## config.mk

```make
export PLATFORM = sky130hd
export DESIGN_NAME = hamming3_page_encoder
export DESIGN_NICKNAME = d
export VERILOG_FILES = /design/src/rtl/hpe_pkg.sv /design/src/rtl/hpe_index_ctr.sv /design/src/rtl/hpe_col_acc.sv /design/src/rtl/hpe_line_acc.sv /design/src/rtl/hamming3_page_encoder.sv
export SDC_FILE = /design/constraint.sdc
export NUM_CORES = 1
export LEC_CHECK = 0
export CAP_MARGIN = 0
export CORE_ASPECT_RATIO = 0.75
export CORE_MARGIN = 2
export CORE_UTILIZATION = 40
export CTS_CLUSTER_SIZE = 24
export DETAILED_ROUTE_END_ITERATION = 10
export GPL_TIMING_DRIVEN = 0
export PLACE_DENSITY = 0.67
export SYNTH_ARGS = -nofsm -noshare
export SYNTH_HDL_FRONTEND = slang
export SYNTH_SLANG_ARGS = --single-unit
```

## constraint.sdc

```tcl
create_clock -name clk -period 4.2 [get_ports clk]
set_clock_uncertainty 0.1 [all_clocks]
set_input_delay 0.63 -clock clk [delete_from_list [all_inputs] [get_ports clk]]
set_output_delay 0.63 -clock clk [all_outputs]
set_load 0.05 [all_outputs]
```

## src/rtl/hpe_pkg.sv

```systemverilog
package hpe_pkg;

    localparam int BYTE_W   = 8;
    localparam int IDX_W    = 8;                 // log2 of chunk length
    localparam int CHUNK_N  = 1 << IDX_W;        // bytes per chunk
    localparam int LINE_W   = 2 * IDX_W;         // line parity bits
    localparam int FORCE_LO = 2;                 // low column bits forced high

    typedef logic [BYTE_W-1:0] byte_t;
    typedef logic [LINE_W-1:0] line_t;

    typedef struct packed {
        byte_t line_hi;   // position bits 7:4
        byte_t line_lo;   // position bits 3:0
        byte_t col;       // column parities
    } code_t;

    // Column parity contribution of one data byte.
    function automatic byte_t col_contrib(input byte_t d);
        byte_t c;
        c    = '0;
        c[2] = d[0] ^ d[2] ^ d[4] ^ d[6];
        c[3] = d[1] ^ d[3] ^ d[5] ^ d[7];
        c[4] = d[0] ^ d[1] ^ d[4] ^ d[5];
        c[5] = d[2] ^ d[3] ^ d[6] ^ d[7];
        c[6] = ^d[3:0];
        c[7] = ^d[7:4];
        return c;
    endfunction

    // Final inversion and packing of the accumulated parities.
    function automatic code_t encode(input byte_t col_acc, input line_t line_acc);
        code_t r;
        r.col     = ~col_acc | byte_t'((1 << FORCE_LO) - 1);
        r.line_hi = ~line_acc[LINE_W-1:BYTE_W];
        r.line_lo = ~line_acc[BYTE_W-1:0];
        return r;
    endfunction

endpackage

```

## src/rtl/hpe_index_ctr.sv

```systemverilog
module hpe_index_ctr #(
    parameter int IDX_W = 8
) (
    input  logic             clk,
    input  logic             rst,
    input  logic             acc,
    input  logic             sop,
    output logic [IDX_W-1:0] cur_idx,
    output logic             first,
    output logic             last
);

    logic [IDX_W-1:0] idx_q;

    assign cur_idx = sop ? '0 : idx_q;
    assign first   = (cur_idx == '0);
    assign last    = (cur_idx == {IDX_W{1'b1}});

    always_ff @(posedge clk) begin
        if (rst)
            idx_q <= '0;
        else if (acc)
            idx_q <= cur_idx + 1'b1;
    end

    // an accepted start strobe leaves the counter at position 1
    assert_sop_restart_R7: assert property (@(posedge clk) disable iff (rst)
        (acc && sop) |=> (idx_q == 1));

    // idle cycles do not advance the position
    assert_idle_hold_R5: assert property (@(posedge clk) disable iff (rst)
        !acc |=> $stable(idx_q));

endmodule

```

## src/rtl/hpe_col_acc.sv

```systemverilog
module hpe_col_acc
    import hpe_pkg::*;
(
    input  logic  clk,
    input  logic  rst,
    input  logic  acc,
    input  logic  first,
    input  byte_t d,
    output byte_t col_next
);

    byte_t col_q;

    assign col_next = (first ? '0 : col_q) ^ col_contrib(d);

    always_ff @(posedge clk) begin
        if (rst)
            col_q <= '0;
        else if (acc)
            col_q <= col_next;
    end

endmodule

```

## src/rtl/hpe_line_acc.sv

```systemverilog
module hpe_line_acc
    import hpe_pkg::*;
#(
    parameter int IDX_W = 8
) (
    input  logic             clk,
    input  logic             rst,
    input  logic             acc,
    input  logic             first,
    input  logic [IDX_W-1:0] idx,
    input  byte_t            d,
    output logic [2*IDX_W-1:0] line_next
);

    localparam int LW = 2 * IDX_W;

    logic          odd;
    logic [LW-1:0] contrib;
    logic [LW-1:0] line_q;

    assign odd = ^d;

    for (genvar k = 0; k < IDX_W; k++) begin : g_pair
        assign contrib[2*k]   = odd & ~idx[k];
        assign contrib[2*k+1] = odd &  idx[k];
    end

    assign line_next = (first ? '0 : line_q) ^ contrib;

    always_ff @(posedge clk) begin
        if (rst)
            line_q <= '0;
        else if (acc)
            line_q <= line_next;
    end

    // after a chunk's first byte, either no pair or every pair holds one set bit
    assert_first_line_R3: assert property (@(posedge clk) disable iff (rst)
        (acc && first) |=> ($countones(line_q) == 0 || $countones(line_q) == IDX_W));

endmodule

```

## src/rtl/hamming3_page_encoder.sv

```systemverilog
module hamming3_page_encoder
    import hpe_pkg::*;
(
    input  logic       clk,
    input  logic       rst,
    input  logic       in_valid,
    input  logic       in_sop,
    input  logic [7:0] in_byte,
    output logic       code_valid,
    output logic [7:0] code_b0,
    output logic [7:0] code_b1,
    output logic [7:0] code_b2
);

    logic [IDX_W-1:0] cur_idx;
    logic             first;
    logic             last;
    byte_t            col_next;
    line_t            line_next;
    logic             done;
    code_t            code_q;
    logic             vld_q;

    hpe_index_ctr #(.IDX_W(IDX_W)) u_idx (
        .clk     (clk),
        .rst     (rst),
        .acc     (in_valid),
        .sop     (in_sop),
        .cur_idx (cur_idx),
        .first   (first),
        .last    (last)
    );

    hpe_col_acc u_col (
        .clk      (clk),
        .rst      (rst),
        .acc      (in_valid),
        .first    (first),
        .d        (in_byte),
        .col_next (col_next)
    );

    hpe_line_acc #(.IDX_W(IDX_W)) u_line (
        .clk       (clk),
        .rst       (rst),
        .acc       (in_valid),
        .first     (first),
        .idx       (cur_idx),
        .d         (in_byte),
        .line_next (line_next)
    );

    assign done = in_valid & last;

    always_ff @(posedge clk) begin
        if (rst) begin
            vld_q  <= 1'b0;
            code_q <= '0;
        end else begin
            vld_q <= done;
            if (done)
                code_q <= encode(col_next, line_next);
        end
    end

    assign code_valid = vld_q;
    assign code_b0    = code_q.col;
    assign code_b1    = code_q.line_hi;
    assign code_b2    = code_q.line_lo;

    // a pulse lasts exactly one cycle
    assert_single_pulse_R4: assert property (@(posedge clk) disable iff (rst)
        code_valid |=> !code_valid);

    // a pulse always follows an accepted byte
    assert_pulse_after_byte_R4: assert property (@(posedge clk) disable iff (rst)
        code_valid |-> $past(in_valid));

    // code bytes hold between pulses
    assert_code_hold_R4: assert property (@(posedge clk) disable iff (rst)
        !code_valid |-> $stable({code_b0, code_b1, code_b2}));

endmodule

```

Yosys cells after proc, flatten, opt, wreduce, memory -nomap -nowiden --
Cells that the tools add are included. Widths: inputs -> output; s select.
Cells by class: $add $sub $neg 1, equality and inequality tests 1, mux-type cells 3, bitwise operators 42, reductions and logical operators 4
Operator list (count):
- $not 8->8 | 3
- $and 1x1->1 | 17
- $mux 16 | 1
- $mux 8 | 2
- $xor 16x16->16 | 1
- $xor 1x1->1 | 12
- $add 8x1->8 const B | 1
- $eq 8x8->1 const B | 1
- $logic_not 8->1 | 1
- $not 1->1 | 8
- $reduce_xor 4->1 | 2
- $reduce_xor 8->1 | 1
- $xor 8x8->8 | 1
Word-level totals: flip-flop bits (word level) 57, input bits 12

Longest topological paths before layout --
word-level depth 5, gate-level depth with buffers 7, depth with buffers taken out 5

By module --
From an unflattened synthesis, not the netlist that was laid out.
Second synthesis, totals: cell total of the unflattened synthesis 324, area total of the unflattened synthesis 3016.6 µm²
By module, submodules not included:
- hpe_line_acc | times used 1, cells each 135, area an instance 1007.2 µm², sequential area each 320.3 µm²
- hamming3_page_encoder | times used 1, cells each 82, area an instance 944.7 µm², sequential area each 480.5 µm²
- hpe_col_acc | times used 1, cells each 46, area an instance 560.5 µm², sequential area each 160.2 µm²
- hpe_index_ctr | times used 1, cells each 61, area an instance 504.2 µm², sequential area each 160.2 µm²

Least setup slack after synthesis --
No wires, ideal clock.
path kind in2reg, start input port in_byte[4], end register u_line.line_q[13], arrival time 1909 ps, setup slack 2117 ps, cell stages on the path 6, buffers on the path 1, path through xor2_1 xnor2_2 xnor2_1 buf_2 a2111o_1 a31oi_1
Between the ends: word-level cells in the longest chain between the ends 3
RTL lines:
- start, declared | RTL line hamming3_page_encoder.sv:8 | input logic [7:0] in_byte,
- $reduce_xor 8->1 | RTL line hpe_line_acc.sv:21 | assign odd = ^d;
- $and 1x1->1 | RTL line hpe_line_acc.sv:25 | assign contrib[2*k+1] = odd & idx[k];
- $xor 16x16->16 | RTL line hpe_line_acc.sv:28 | assign line_next = (first ? '0 : line_q) ^ contrib;
- end signal, assigned | RTL line hpe_line_acc.sv:34 | line_q <= line_next;
- end, declared | RTL line hpe_line_acc.sv:19 | logic [LW-1:0] line_q;
Every way passes these cells. A chain may end at the register's enable or synchronous reset.

Worst setup path in the final report --
start input port in_sop, end register code_q, in the netlist code_b0[3]
Between the ends: word-level cells in the longest chain between the ends 5
RTL lines:
- start, declared | RTL line hamming3_page_encoder.sv:7 | input logic in_sop,
- $mux 8 (*) | RTL line hpe_index_ctr.sv:15 | assign cur_idx = sop ? '0 : idx_q;
- $logic_not 8->1 | RTL line hpe_index_ctr.sv:16 | assign first = (cur_idx == '0);
- $mux 8 | RTL line hpe_col_acc.sv:14 | assign col_next = (first ? '0 : col_q) ^ col_contrib(d);
- $xor 8x8->8 | RTL line hpe_col_acc.sv:14
- $not 8->8 | RTL line hpe_pkg.sv:34 | r.col = ~col_acc | byte_t'((1 << FORCE_LO) - 1);
- end signal, assigned | RTL line hamming3_page_encoder.sv:62 | code_q <= encode(col_next, line_next);
- end, declared | RTL line hamming3_page_encoder.sv:21 | code_t code_q;
Every way passes the cells marked *; elsewhere a longest branch is shown, timed or not.

==> metrics.txt <==
# TYPE chip_impl_metric gauge
chip_impl_metric{name="critical_path_required",unit="ns"} 4.33
chip_impl_metric{name="yosys_warnings",unit=""} 0
chip_impl_metric{name="area_occupied_by_registers",unit="µm²"} 1080
chip_impl_info{name="synth_largest_area_cell",value="dfxtp_1"} 1
chip_impl_metric{name="gpl.final_weighted_congestion",unit=""} 0.853
chip_impl_metric{name="postSynthNetCount",unit=""} 353
chip_impl_info{name="synthTopCellsByArea",value="dfxtp_1 (39%), nand2_1 (5.8%), o21ai_0 (4.1%), a21oi_1 (4.0%), nor2_1 (3.8%)"} 1
chip_impl_metric{name="cts_num_sinks",unit=""} 54
chip_impl_metric{name="grt_start_max_net_pins",unit=""} 18
chip_impl_metric{name="setup_violations",unit=""} 0
chip_impl_info{name="min_from",value="code_b0[6]"} 1
chip_impl_metric{name="worstRegToRegCells",unit=""} 6
chip_impl_metric{name="antenna-diode-count",unit=""} 0
chip_impl_info{name="setup.worst_path.start",value="in_sop"} 1
chip_impl_metric{name="timing.setup.tns",unit="ns"} 0
chip_impl_metric{name="avgRoutedWirePerCell",unit="µm"} 16.3
chip_impl_metric{name="internal_power",unit="µW"} 744
chip_impl_metric{name="design.die.area",unit="µm²"} 7650
chip_impl_metric{name="htree_num_levels",unit=""} 2
chip_impl_metric{name="grt_util_met3",unit="%"} 3.85
chip_impl_metric{name="track_usage",unit="%"} 20.7
chip_impl_metric{name="multi_input_logic_area",unit="µm²"} 1590
chip_impl_info{name="grt.busiest_layer",value="met2"} 1
chip_impl_info{name="r2r-start",value="u_idx.idx_q[3]"} 1
chip_impl_metric{name="vias_after_detailed_routing",unit=""} 2735
chip_impl_metric{name="antenna_left",unit=""} 0
chip_impl_metric{name="combPwrFrac",unit="%"} 20.8
chip_impl_metric{name="report.final.slew_viol_count",unit=""} 0
chip_impl_metric{name="synth-edff-count",unit=""} 0
chip_impl_metric{name="switching_power_total",unit="µW"} 344
chip_impl_metric{name="yosysUniqueCellTypes",unit=""} 45
chip_impl_metric{name="cp_slowest_stage_delay",unit="ns"} 0.50
chip_impl_metric{name="start_util",unit="%"} 41.1
chip_impl_metric{name="power_leakage",unit="nW"} 1.07
chip_impl_info{name="slowest_stage",value="clkbuf_1"} 1
chip_impl_info{name="criticalPathCategory",value="in2reg"} 1
chip_impl_metric{name="slew_headroom",unit="%"} 59.7
chip_impl_info{name="setup.worst_path.end",value="code_b0[3]"} 1
chip_impl_metric{name="r2r_setup_slack",unit="ns"} 1.62
chip_impl_metric{name="netlist_instances",unit=""} 341
chip_impl_metric{name="cts.reportedPaths.clkPinSlew",unit="ns"} 0.09
chip_impl_metric{name="fp.dieW",unit="µm"} 100
chip_impl_metric{name="tightest_slew",unit="ns"} 0.605
chip_impl_info{name="hold_class",value="reg2reg"} 1
chip_impl_metric{name="grt_antenna_before_repair",unit=""} 0
chip_impl_info{name="synth_top_flop_cell",value="dfxtp_1"} 1
chip_impl_metric{name="cp_num_cells",unit=""} 7
chip_impl_metric{name="fin_crit_sh",unit="%"} 69.9
chip_impl_metric{name="grt_remaining_overflow",unit=""} 0
chip_impl_metric{name="preCtsSetupSlack",unit="ns"} 1.06
chip_impl_metric{name="p_clk_share",unit="%"} 28.7
chip_impl_metric{name="crit_path_max_fanout",unit=""} 10
chip_impl_info{name="worst_path_most_repeated_cell",value="nor2b_1"} 1
chip_impl_metric{name="site_row_count",unit=""} 26
chip_impl_info{name="crit_path_start_kind",value="input pin"} 1
chip_impl_metric{name="placeable_core_region",unit="µm²"} 6770
chip_impl_metric{name="cp.arrival",unit="ns"} 3.07
chip_impl_metric{name="cts.path.max_buffers",unit=""} 2
chip_impl_metric{name="syn2layout_area_growth",unit="%"} 20.0
chip_impl_metric{name="timing.final.hold_violations",unit=""} 0
chip_impl_metric{name="holdBufCountCts",unit=""} 0
chip_impl_metric{name="cts_post_setup_buffers_inserted",unit=""} 0
chip_impl_metric{name="final.min_clock_period",unit="ns"} 2.93
chip_impl_metric{name="grt_pass1_wl",unit="µm"} 12700
chip_impl_metric{name="drt-total-wl",unit="µm"} 7610
chip_impl_metric{name="maxCapViolations",unit=""} 0
chip_impl_metric{name="dieHeight",unit="µm"} 76.3
chip_impl_metric{name="route.detailed.drc",unit=""} 0
chip_impl_metric{name="irDropWorstVdd",unit="µV"} 173
chip_impl_metric{name="hpwlAfterDp",unit="µm"} 5540
chip_impl_info{name="synth_top_cells_by_count",value="dfxtp_1 (54), nand2_1 (43), nor2_1 (28)"} 1
chip_impl_metric{name="buffer_ports.inserted",unit=""} 35
chip_impl_metric{name="synth_top_area_share",unit="%"} 38.8
chip_impl_metric{name="drt-pass1-iter-count",unit=""} 5
chip_impl_info{name="cts_tree",value="built"} 1
chip_impl_metric{name="max_freq",unit="GHz"} 0.341
chip_impl_metric{name="ys_async_sr_fraction",unit="%"} 0
chip_impl_metric{name="netSwitchingFraction",unit="%"} 31.6
chip_impl_info{name="endpoint_kind",value="register"} 1
chip_impl_info{name="run_status",value="finished, final reports clean"} 1
chip_impl_metric{name="detail_route.iter0.violations",unit=""} 164
chip_impl_metric{name="first_global_vias",unit=""} 2575
chip_impl_metric{name="num_io_pins",unit=""} 37
chip_impl_metric{name="insertion_delay",unit="ns"} 0.30
chip_impl_info{name="worst_path_dominant_cell_family",value="simple AND/OR/NAND/NOR gates"} 1
chip_impl_metric{name="cp_num_buf_inv",unit=""} 2
chip_impl_metric{name="avgSynthCellArea",unit="µm²"} 8.16
chip_impl_metric{name="seq_area_frac_synth",unit="%"} 38.8
chip_impl_metric{name="grt_use_met1",unit="%"} 29.7
chip_impl_metric{name="num-nets-final",unit=""} 395
chip_impl_metric{name="power_density",unit="nW/µm²"} 326
chip_impl_metric{name="drive_gt1_share",unit="%"} 5.47
chip_impl_info{name="timing.critical_path.cells",value="clkdlybuf4s50_1 > nor2b_1 > nand3_1 > nor2b_1 > clkbuf_1 > o21ai_0 > a21oi_1"} 1
chip_impl_metric{name="cts_inserted_buffers",unit=""} 5
chip_impl_metric{name="power_frac_seq",unit="%"} 50.5
chip_impl_info{name="unrepaired_setup_endpoints_after_global_routing",value="false"} 1
chip_impl_metric{name="setup_slack",unit="ns"} 1.27
chip_impl_metric{name="postSynthRegisterBits",unit=""} 54
chip_impl_metric{name="num-fill-cells",unit=""} 693
chip_impl_info{name="clock-root-buffer",value="clkbuf_8"} 1
chip_impl_metric{name="syn-cell-area",unit="µm²"} 2780
chip_impl_info{name="synthMostInstantiatedCell",value="dfxtp_1"} 1
chip_impl_metric{name="detail_route.vias_per_cell",unit=""} 5.84
chip_impl_info{name="worstReg2RegEnd",value="code_b0[3]"} 1
chip_impl_metric{name="post_cts_sizing_count",unit=""} 0
chip_impl_metric{name="grtUsageMet2",unit="%"} 31.9
## worst reg2reg max path, delay by kind of cell (launching register included)
family	cells	cell delay, ns
AO/OA/AOI/OAI	2	0.44
AND/OR/NAND/NOR	3	1.04
buffers and inverters	1	0.50
flip-flops	1	0.43
## worst min-delay path by stage
stage               cells after the start          to  slack [ns]
floorplan                               1  code_b1[2]        0.35
global placement                        2  code_b0[3]        0.34
detailed placement                      2  code_b0[4]        0.35
CTS                                     2  code_b0[4]        0.36
global route                            2  code_b0[2]        0.39
finish                                  2  code_b0[6]        0.36
## cell type report
cell class,count,share of cell area [%]
Timing Repair Buffer,35,10.5
Buffer,27,3.22
Clock inverter,2,0.525
Tap cell,84,3.15
Multi-Input combinational cell,258,47.5
Clock buffer,6,2.47
Sequential cell,54,32.4
Inverter,2,0.225
## metal layers
metal | routed length (µm) | part of all wire (%)
met5 | 0 | 0
met3 | 471 | 6.2
met1 | 3620 | 48
met4 | 98 | 1.3
met2 | 3430 | 45
## power by group through the flow
| stage | Clock [mW] | Sequential, mW | Combinational [mW] |
|---|---|---|---|
| final | 0.313 | 0.550 | 0.226 |
| after global routing | 0.341 | 0.552 | 0.247 |
| after CTS | 0.318 | 0.549 | 0.223 |
| after detailed placement | 0 | 0.561 | 0.223 |
| after global placement | 0 | 0.560 | 0.217 |
| after floorplan | 0 | 0.556 | 0.157 |
## placed cells by master, fill, tap and decap left out, types with 3 or more instances in the layout
cell	n
a211oi_1	6
a21o_1	8
a21oi_1	22
a311oi_1	3
a31o_1	4
a31oi_1	8
a32o_1	3
a32oi_1	5
and3_1	6
clkbuf_1	23
clkbuf_8	6
clkdlybuf4s50_1	35
dfxtp_1	54
nand2_1	43
nand2b_1	8
nand3_1	6
nand3b_1	8
nand4_1	9
nor2_1	28
nor2b_1	4
nor3b_1	4
o211ai_1	7
o21ai_0	23
o2bb2ai_1	4
o311ai_1	4
o31ai_1	4
or2_2	3
or3_1	3
xnor2_1	11
xor2_1	5
## sequential cells by signal, summed over array words and instances, names as in the netlist
signal / cells
u_line.line_q: 16
code_b1: 8
code_b2: 8
u_idx.idx_q: 8
code_b0: 7
u_col.col_q: 6
code_valid: 1
## per-stage QoR
| stage | std cells | hold WS, ns | total power, mW | util [%] | area [µm²] |
|---|---|---|---|---|---|
| 3_3_place_gp | 460 | 0.345 | 0.776 | 47.9 | 3240 |
| 5_1_grt | 468 | 0.389 | 1.14 | 49.4 | 3340 |
| 4_1_cts | 468 | 0.360 | 1.09 | 49.4 | 3340 |
| 6_report | 468 | 0.358 | 1.09 | 49.4 | 3340 |
| 2_1_floorplan | 341 | 0.348 | 0.713 | - | 2780 |
| 3_5_place_dp | 460 | 0.347 | 0.784 | 47.9 | 3240 |
## cell families (layout without fill, tap and decap cells)
kind of cell,Yosys count,in the layout,synth area share [%]
multiplexers,2,2,0.809
AO/OA/AOI/OAI,105,105,25.3
buffers and inverters,29,72,4.13
flip-flops,54,54,38.8
AND/OR/NAND/NOR,133,133,24.7
XOR/XNOR,18,18,6.20
No activity file was read; power rests on OpenSTA's default activity.
